File: src/rtl/hpb_pkg.sv
package hpb_pkg;
  localparam int HPB_DW     = 8;
  localparam int HPB_NBYTES = 3;
  localparam int HPB_AW     = 3;

  // host register addresses; lane i sits at HREG_LO_I - i
  localparam int HREG_CMD_I  = 0;
  localparam int HREG_STAT_I = 1;
  localparam int HREG_LO_I   = 7;

  // configuration targets on the processor side
  localparam logic [1:0] CFG_MODE = 2'd0;
  localparam logic [1:0] CFG_DIR  = 2'd1;
  localparam logic [1:0] CFG_GOUT = 2'd2;

  typedef struct packed {
    logic              wr;
    logic              rd;
    logic [HPB_AW-1:0] addr;
  } hacc_t;
endpackage

File: src/rtl/hpb_addr_dec.sv
module hpb_addr_dec
  import hpb_pkg::*;
(
  input  logic              clk,
  input  logic              rst_n,
  input  logic              host_en,
  input  logic              mux_mode,
  input  logic              hcs,
  input  logic              hwr,
  input  logic              hale,
  input  logic [HPB_AW-1:0] haddr,
  input  logic [HPB_AW-1:0] pin_addr,
  output hacc_t             acc
);
  logic [HPB_AW-1:0] alat_q, alat_d;
  logic              alat_en;

  assign alat_en = host_en & mux_mode & hale;

  always_comb begin
    alat_d = alat_q;
    if (alat_en) alat_d = pin_addr;
  end

  always_ff @(posedge clk or negedge rst_n) begin
    if (!rst_n) alat_q <= '0;
    else        alat_q <= alat_d;
  end

  always_comb begin
    acc.wr   = host_en & hcs & hwr;
    acc.rd   = host_en & hcs & ~hwr;
    acc.addr = mux_mode ? alat_q : haddr;
  end
endmodule

File: src/rtl/hpb_host_regs.sv
module hpb_host_regs
  import hpb_pkg::*;
#(
  parameter int DW    = HPB_DW,
  parameter int NB    = HPB_NBYTES,
  parameter int VW    = 7,
  localparam int WW   = DW * NB
) (
  input  logic          clk,
  input  logic          rst_n,
  input  hacc_t         acc,
  input  logic [DW-1:0] wdata,
  input  logic          cpu_rx_rd,
  input  logic [WW-1:0] cpu_tx_word,
  input  logic          cpu_tx_wr,
  input  logic          cpu_ack,
  output logic [WW-1:0] cpu_rx_word,
  output logic          cpu_rx_full,
  output logic          cpu_tx_ready,
  output logic          cpu_hreq,
  output logic [VW-1:0] cpu_vector,
  output logic [DW-1:0] rd_data,
  output logic          rd_valid,
  output logic          wr_lo,
  output logic [WW-1:0] rx_hold
);
  localparam logic [HPB_AW-1:0] ADDR_CMD  = HPB_AW'(HREG_CMD_I);
  localparam logic [HPB_AW-1:0] ADDR_STAT = HPB_AW'(HREG_STAT_I);
  localparam logic [HPB_AW-1:0] ADDR_LO   = HPB_AW'(HREG_LO_I);

  // host-to-processor path
  logic [DW-1:0] tx_lane_q [NB];
  logic [DW-1:0] tx_lane_d [NB];
  logic [NB-1:0] lane_we;
  logic [WW-1:0] asm_word;
  logic [WW-1:0] pword_q, pword_d;
  logic          pfull_q, pfull_d;
  logic          txde;

  // processor-to-host path
  logic [WW-1:0] rxw_q, rxw_d;
  logic          rxdf_q, rxdf_d;
  logic          cpu_load, rd_lo;

  // command handshake
  logic          hc_q, hc_d;
  logic [VW-1:0] vec_q, vec_d;
  logic          cmd_we;

  // read return
  logic [DW-1:0] rd_mux, rd_data_q, rd_data_d;
  logic          rd_valid_q;

  assign txde = ~pfull_q;

  for (genvar i = 0; i < NB; i++) begin : g_lane
    localparam logic [HPB_AW-1:0] LANE_ADDR = HPB_AW'(HREG_LO_I - i);
    assign lane_we[i]  = acc.wr & (acc.addr == LANE_ADDR) & txde;
    assign tx_lane_d[i] = lane_we[i] ? wdata : tx_lane_q[i];
    assign asm_word[i*DW +: DW] = tx_lane_d[i];

    always_ff @(posedge clk or negedge rst_n) begin
      if (!rst_n)          tx_lane_q[i] <= '0;
      else if (lane_we[i]) tx_lane_q[i] <= tx_lane_d[i];
    end
  end

  assign wr_lo = lane_we[0];

  always_comb begin
    pword_d = pword_q;
    pfull_d = pfull_q;
    if (wr_lo) begin
      pword_d = asm_word;
      pfull_d = 1'b1;
    end else if (cpu_rx_rd) begin
      pfull_d = 1'b0;
    end
  end

  assign cpu_load = cpu_tx_wr & ~rxdf_q;
  assign rd_lo    = acc.rd & (acc.addr == ADDR_LO);

  always_comb begin
    rxw_d  = rxw_q;
    rxdf_d = rxdf_q;
    if (cpu_load) begin
      rxw_d  = cpu_tx_word;
      rxdf_d = 1'b1;
    end else if (rd_lo) begin
      rxdf_d = 1'b0;
    end
  end

  assign cmd_we = acc.wr & (acc.addr == ADDR_CMD) & ~hc_q;

  always_comb begin
    hc_d  = hc_q;
    vec_d = vec_q;
    if (cmd_we) begin
      hc_d  = wdata[DW-1];
      vec_d = wdata[VW-1:0];
    end else if (cpu_ack) begin
      hc_d  = 1'b0;
    end
  end

  always_comb begin
    rd_mux = '0;
    if (acc.addr == ADDR_CMD) begin
      rd_mux[DW-1]   = hc_q;
      rd_mux[VW-1:0] = vec_q;
    end else if (acc.addr == ADDR_STAT) begin
      rd_mux[0] = rxdf_q;
      rd_mux[1] = txde;
      rd_mux[2] = hc_q;
    end else begin
      for (int i = 0; i < NB; i++) begin
        if (acc.addr == HPB_AW'(HREG_LO_I - i)) rd_mux = rxw_q[i*DW +: DW];
      end
    end
  end

  always_comb begin
    rd_data_d = rd_data_q;
    if (acc.rd) rd_data_d = rd_mux;
  end

  always_ff @(posedge clk or negedge rst_n) begin
    if (!rst_n) begin
      pword_q    <= '0;
      pfull_q    <= 1'b0;
      rxw_q      <= '0;
      rxdf_q     <= 1'b0;
      hc_q       <= 1'b0;
      vec_q      <= '0;
      rd_data_q  <= '0;
      rd_valid_q <= 1'b0;
    end else begin
      pword_q    <= pword_d;
      pfull_q    <= pfull_d;
      rxw_q      <= rxw_d;
      rxdf_q     <= rxdf_d;
      hc_q       <= hc_d;
      vec_q      <= vec_d;
      rd_data_q  <= rd_data_d;
      rd_valid_q <= acc.rd;
    end
  end

  assign cpu_rx_word  = pword_q;
  assign cpu_rx_full  = pfull_q;
  assign cpu_tx_ready = ~rxdf_q;
  assign cpu_hreq     = hc_q;
  assign cpu_vector   = vec_q;
  assign rd_data      = rd_data_q;
  assign rd_valid     = rd_valid_q;
  assign rx_hold      = rxw_q;
endmodule

File: src/rtl/hpb_pin_mux.sv
module hpb_pin_mux
  import hpb_pkg::*;
#(
  parameter int DW = HPB_DW,
  parameter int CW = 16
) (
  input  logic          clk,
  input  logic          rst_n,
  input  logic          cfg_wr,
  input  logic [1:0]    cfg_sel,
  input  logic [CW-1:0] cfg_data,
  input  logic [DW-1:0] pin_in,
  input  logic [DW-1:0] rd_data,
  input  logic          rd_valid,
  output logic          host_en,
  output logic          mux_mode,
  output logic [DW-1:0] pin_out,
  output logic [DW-1:0] pin_oe,
  output logic [DW-1:0] gpio_in
);
  logic [1:0]    mode_q, mode_d;
  logic [DW-1:0] dir_q, dir_d;
  logic [DW-1:0] gout_q, gout_d;
  logic [DW-1:0] gin_q;
  logic          gin_en;
  logic          unused_cfg_hi;

  // upper bits of the mode word are reserved and dropped
  assign unused_cfg_hi = ^cfg_data[CW-1:DW];

  always_comb begin
    mode_d = mode_q;
    dir_d  = dir_q;
    gout_d = gout_q;
    if (cfg_wr) begin
      unique case (cfg_sel)
        CFG_MODE: mode_d = cfg_data[1:0];
        CFG_DIR:  dir_d  = cfg_data[DW-1:0];
        CFG_GOUT: gout_d = cfg_data[DW-1:0];
        default:  ;
      endcase
    end
  end

  assign gin_en = ~mode_q[0];

  always_ff @(posedge clk or negedge rst_n) begin
    if (!rst_n) begin
      mode_q <= '0;
      dir_q  <= '0;
      gout_q <= '0;
    end else begin
      mode_q <= mode_d;
      dir_q  <= dir_d;
      gout_q <= gout_d;
    end
  end

  always_ff @(posedge clk or negedge rst_n) begin
    if (!rst_n)      gin_q <= '0;
    else if (gin_en) gin_q <= pin_in;
  end

  assign host_en  = mode_q[0];
  assign mux_mode = mode_q[1];
  assign gpio_in  = gin_q;

  always_comb begin
    if (host_en) begin
      pin_oe  = {DW{rd_valid}};
      pin_out = rd_valid ? rd_data : '0;
    end else begin
      pin_oe  = dir_q;
      pin_out = gout_q & dir_q;
    end
  end
endmodule

File: src/rtl/hpb_bridge.sv
module hpb_bridge
  import hpb_pkg::*;
#(
  parameter int DATA_W = HPB_DW,
  parameter int NBYTES = HPB_NBYTES,
  parameter int VEC_W  = 7,
  parameter int CFG_W  = 16
) (
  input  logic                     clk,
  input  logic                     rst_n,
  input  logic                     hcs,
  input  logic                     hwr,
  input  logic                     hale,
  input  logic [HPB_AW-1:0]        haddr,
  input  logic [DATA_W-1:0]        pin_in,
  output logic [DATA_W-1:0]        pin_out,
  output logic [DATA_W-1:0]        pin_oe,
  output logic [DATA_W*NBYTES-1:0] cpu_rx_word,
  output logic                     cpu_rx_full,
  input  logic                     cpu_rx_rd,
  input  logic [DATA_W*NBYTES-1:0] cpu_tx_word,
  input  logic                     cpu_tx_wr,
  output logic                     cpu_tx_ready,
  output logic                     cpu_hreq,
  output logic [VEC_W-1:0]         cpu_vector,
  input  logic                     cpu_ack,
  input  logic                     cpu_cfg_wr,
  input  logic [1:0]               cpu_cfg_sel,
  input  logic [CFG_W-1:0]         cpu_cfg_data,
  output logic [DATA_W-1:0]        gpio_in
);
  localparam int WORD_W = DATA_W * NBYTES;

  hacc_t             acc;
  logic              host_en, mux_mode;
  logic [DATA_W-1:0] rd_data;
  logic              rd_valid;
  logic              wr_lo;
  logic [WORD_W-1:0] rx_hold;

  hpb_addr_dec dec_i (
    .clk      (clk),
    .rst_n    (rst_n),
    .host_en  (host_en),
    .mux_mode (mux_mode),
    .hcs      (hcs),
    .hwr      (hwr),
    .hale     (hale),
    .haddr    (haddr),
    .pin_addr (pin_in[HPB_AW-1:0]),
    .acc      (acc)
  );

  hpb_host_regs #(.DW(DATA_W), .NB(NBYTES), .VW(VEC_W)) regs_i (
    .clk          (clk),
    .rst_n        (rst_n),
    .acc          (acc),
    .wdata        (pin_in),
    .cpu_rx_rd    (cpu_rx_rd),
    .cpu_tx_word  (cpu_tx_word),
    .cpu_tx_wr    (cpu_tx_wr),
    .cpu_ack      (cpu_ack),
    .cpu_rx_word  (cpu_rx_word),
    .cpu_rx_full  (cpu_rx_full),
    .cpu_tx_ready (cpu_tx_ready),
    .cpu_hreq     (cpu_hreq),
    .cpu_vector   (cpu_vector),
    .rd_data      (rd_data),
    .rd_valid     (rd_valid),
    .wr_lo        (wr_lo),
    .rx_hold      (rx_hold)
  );

  hpb_pin_mux #(.DW(DATA_W), .CW(CFG_W)) pins_i (
    .clk      (clk),
    .rst_n    (rst_n),
    .cfg_wr   (cpu_cfg_wr),
    .cfg_sel  (cpu_cfg_sel),
    .cfg_data (cpu_cfg_data),
    .pin_in   (pin_in),
    .rd_data  (rd_data),
    .rd_valid (rd_valid),
    .host_en  (host_en),
    .mux_mode (mux_mode),
    .pin_out  (pin_out),
    .pin_oe   (pin_oe),
    .gpio_in  (gpio_in)
  );
endmodule

File: config.mk
export PLATFORM = sky130hd
export DESIGN_NAME = hpb_bridge
export DESIGN_NICKNAME = d
export VERILOG_FILES = /design/src/rtl/hpb_pkg.sv /design/src/rtl/hpb_addr_dec.sv /design/src/rtl/hpb_host_regs.sv /design/src/rtl/hpb_pin_mux.sv /design/src/rtl/hpb_bridge.sv
export SDC_FILE = /design/constraint.sdc
export NUM_CORES = 1
export LEC_CHECK = 0
export BUFFER_PORTS_ARGS = -buffer_cell sky130_fd_sc_hd__buf_4
export CAP_MARGIN = 25
export CORE_MARGIN = 2
export CORE_UTILIZATION = 52
export DETAILED_ROUTE_END_ITERATION = 12
export GPL_ROUTABILITY_DRIVEN = 0
export PLACE_DENSITY = 0.78
export SYNTH_ARGS = -nofsm -noshare
export SYNTH_HDL_FRONTEND = slang
export SYNTH_HIERARCHICAL = 1
export SYNTH_SLANG_ARGS = --single-unit
File: constraint.sdc
create_clock -name clk -period 3.78 [get_ports clk]
set_input_delay 0.567 -clock clk [delete_from_list [all_inputs] [get_ports clk]]
set_output_delay 0.567 -clock clk [all_outputs]
set_load 0.02 [all_outputs]
==> run_results.csv <==
group,metric,value,unit
yosys,synth_seq_area_share,57.5,%
floorplanning,die_area,0.0102,mm2
yosys,mappedNetlistArea,0.00487,mm2
floorplanning,fp.coreArea,0.00915,mm2
yosys,ys_top_cells_by_area,"sky130_fd_sc_hd__dfrtp_1 57%, sky130_fd_sc_hd__mux2_2 21%, sky130_fd_sc_hd__o21ai_0 2.9%, sky130_fd_sc_hd__inv_1 2.4%, sky130_fd_sc_hd__nand4_1 2.1%",
critical_path,cp_data_required_time,4040,ps
timing,finClkSkew,12.8,ps
detailed_routing,drt_first_iter_violations,225,
timing,slew_headroom,52.8,%
global_routing,grt_pass1_vias,3355,
timing,final_layout_setup_total_negative_slack,0,ps
yosys,syn_nets,440,
timing,top_achievable_clock_speed,386,MHz
placed_design,detailedPlacementHpwl,7660,um
clock_tree,cts_post_setup_buffers_inserted,0,
floorplanning,die_boundary_height,101,um
critical_path,worst_setup_path_start_kind,"flip-flop",
detailed_routing,remaining_drc_errors,0,
min_path,hold_path_class,"primary input to async pin",
timing,finalMaxSlewViolations,0,
final_layout,layout.cells.non_filler,598,
power,cellLeakagePower,2.84,nW
timing,setup_repair_after_global_routing_missed_its_margin,"no",
final_layout,area_delta_synth_final,22.1,%
clock_tree,clock_tree.root_cell,"sky130_fd_sc_hd__clkbuf_8",
critical_path,setup.worst_path.class,"flip-flop to flip-flop",
clock_tree,tritoncts_clock_tree,"yes",
detailed_routing,wirelength,10600,um
yosys,synth-seq-cells,112,
critical_path,path_max_fanout,19,
timing,finalCritPeriodShare,68.5,%
placed_design,placedInstanceArea,0.00575,mm2
final_layout,post-route-cell-area,0.00595,mm2
yosys,synth_area_per_cell,12.9,um2
floorplanning,num_io_pins,120,
critical_path,critPathArrivalTime,2850,ps
final_layout,antennaDiodeCount,0,
yosys,synthesis.yosys.warnings,6,
timing,min_period,2590,ps
power,worst_ir_drop_vdd,0.000432,V
flow_run,maxcap_viol_count,0,
placed_design,portBuffers,111,
floorplanning,initial_utilization,53.3,%
floorplanning,die_width,101,um
global_routing,grt_use_total,22.2,%
global_routing,grt_pass1_wl,17300,um
power,power.density,694,mW/mm2
global_routing,initial_antenna_violation_count,0,
yosys,post_synth_inst_count,378,
final_layout,post_route_cells_drive_above_1_share,47.6,%
clock_tree,insertion_delay,370,ps
clock_tree,tritoncts_buffers,9,
timing,tightestPinTransition,708,ps
final_layout,final_util,65.0,%
timing,finalHoldViolCount,0,
clock_tree,clock_path_buffers,2,
detailed_routing,avgRoutedWirePerCell,17.8,um
critical_path,worst_setup_path_end_kind,"flip-flop",
timing,final_setup_violation_count,0,
yosys,count_of_unique_library_cells_instantiated_by_yosys,35,
final_layout,filler_cell_count,711,
global_routing,grt_overflow,0,
clock_tree,post_cts_hold_buffer_count,0,
clock_tree,clkSlewWorstSetupHoldPaths,110,ps
detailed_routing,drt_first_pass_iters,4,
final_layout,nNetsFinal,544,
clock_tree,post_cts_resize_count,0,
status,result_of_the_run,"finished, final reports clean",
global_routing,grt_start_max_net_pins,49,
yosys,post-synth-top-area-cell,"sky130_fd_sc_hd__dfrtp_1",
clock_tree,htree_levels,3,
clock_tree,clock_sinks,112,
floorplanning,placementRows,35,
placed_design,dp.cells,581,
detailed_routing,route.vias.total,3335,
detailed_routing,viasPerCell,5.58,
yosys,synth_top_area_share,57.5,%
detailed_routing,drt.antenna.violating_nets,0,
-- critical path, stage by stage (launching register included) --
cell and delay [ps]:
sky130_fd_sc_hd__dfrtp_1 470, sky130_fd_sc_hd__mux2_2 480, sky130_fd_sc_hd__and2_1 650, sky130_fd_sc_hd__and3b_1 500, sky130_fd_sc_hd__mux2_2 390
-- cell families after synthesis --
group	share of synthesized area (%)
buffers and inverters	5.13
AO/OA/AOI/OAI	6.93
multiplexers	22.1
flip-flops	57.5
AND/OR/NAND/NOR	8.34
-- metrics by stage --
step	power, mW	hold slack, ps	setup WS (ps)
after floorplan	2.85	271	1730
after global placement	3.41	468	1200
after detailed placement	3.47	477	1110
after CTS	4.15	194	1220
after global routing	4.37	216	1060
final	4.13	181	1190
-- cell usage after synthesis (all sizes together) --
cell       n
and2       3
and3b      4
nor2b      2
or3        1
a22oi      5
a31oi      5
and4b      3
o21ai     28
nor3b      1
nand2b     2
inv       31
buf       18
o22ai      4
o2bb2ai    7
a41oi      1
a21o       1
nand3      3
nand3b     2
nand2     16
mux2      95
nor3       1
nand4     16
clkbuf     5
and3       1
nor2       8
a221oi     3
dfrtp    112
-- worst paths after layout --
| check | from | end | slack (ps) | depth (start not counted) |
|---|---|---|---|---|
| worst max-delay path | pins_i/mode_q[1] | regs_i/tx_lane_q[12] | 1190 | 4 |
| worst min-delay path | rst_n | pins_i/gout_q[7] | 180 | 1 |
| worst max register to register | pins_i/mode_q[1] | regs_i/tx_lane_q[12] | 1190 | 4 |
| worst min register to register | dec_i/alat_q[1] | dec_i/alat_q[1] | 510 | 1 |
| max in group asynchronous | rst_n | pins_i/dir_q[4] | 2690 | 2 |
| min in group clk | cpu_ack | regs_i/cpu_hreq | 380 | 2 |
-- cells in the final DEF, fill, tap and decap left out, types with 3 or more instances in the layout --
master and instances:
sky130_fd_sc_hd__buf_4 115, sky130_fd_sc_hd__dfrtp_1 112, sky130_fd_sc_hd__mux2_2 90, sky130_fd_sc_hd__inv_1 31, sky130_fd_sc_hd__o21ai_0 28, sky130_fd_sc_hd__nand2_1 16, sky130_fd_sc_hd__nand4_1 16, sky130_fd_sc_hd__clkbuf_8 11
sky130_fd_sc_hd__nor2_1 8, sky130_fd_sc_hd__o2bb2ai_1 7, sky130_fd_sc_hd__a22oi_1 5, sky130_fd_sc_hd__a31oi_1 5, sky130_fd_sc_hd__o22ai_1 4, sky130_fd_sc_hd__clkinvlp_4 3, sky130_fd_sc_hd__mux2_1 3, sky130_fd_sc_hd__and3b_1 3
sky130_fd_sc_hd__and4b_1 3, sky130_fd_sc_hd__a221oi_1 3
-- cell type report --
class	count	area [um2]	area share (%)
Clock buffer	11	151	2.54
Clock inverter	5	40.0	0.673
Inverter	31	116	1.96
Multi-Input combinational cell	212	1820	30.6
Sequential cell	112	2800	47.1
Tap cell	111	139	2.33
Timing Repair Buffer	116	878	14.8
-- registers in the layout (all words and copies together) (netlist names) --
signal	flops
regs_i/cpu_hreq	1
regs_i/cpu_vector	7
dec_i/alat_q	3
regs_i/rd_data	8
regs_i/cpu_rx_full	1
regs_i/cpu_rx_word	24
pins_i/mode_q	2
regs_i/rxdf_q	1
pins_i/dir_q	8
regs_i/rx_hold	24
pins_i/gout_q	8
regs_i/tx_lane_q	16
pins_i/gpio_in	8
regs_i/rd_valid	1
-- where the power goes --
part	internal (mW)	total, mW	switching [mW]
combinational	0.743	1.51	0.766
clock	0.279	0.682	0.402
sequential	1.66	1.94	0.281
-- routing by layer --
| metal | track usage (%) | vias up | wire length (um) |
|---|---|---|---|
| li1 | - | 1543 | - |
| met1 | 32.0 | 1659 | 5020 |
| met2 | 33.6 | 116 | 4840 |
| met3 | 4.37 | 17 | 576 |
| met4 | 8.32 | 0 | 191 |
| met5 | 0 | - | 0 |
Note: power is estimated with default switching activity, not from simulation.
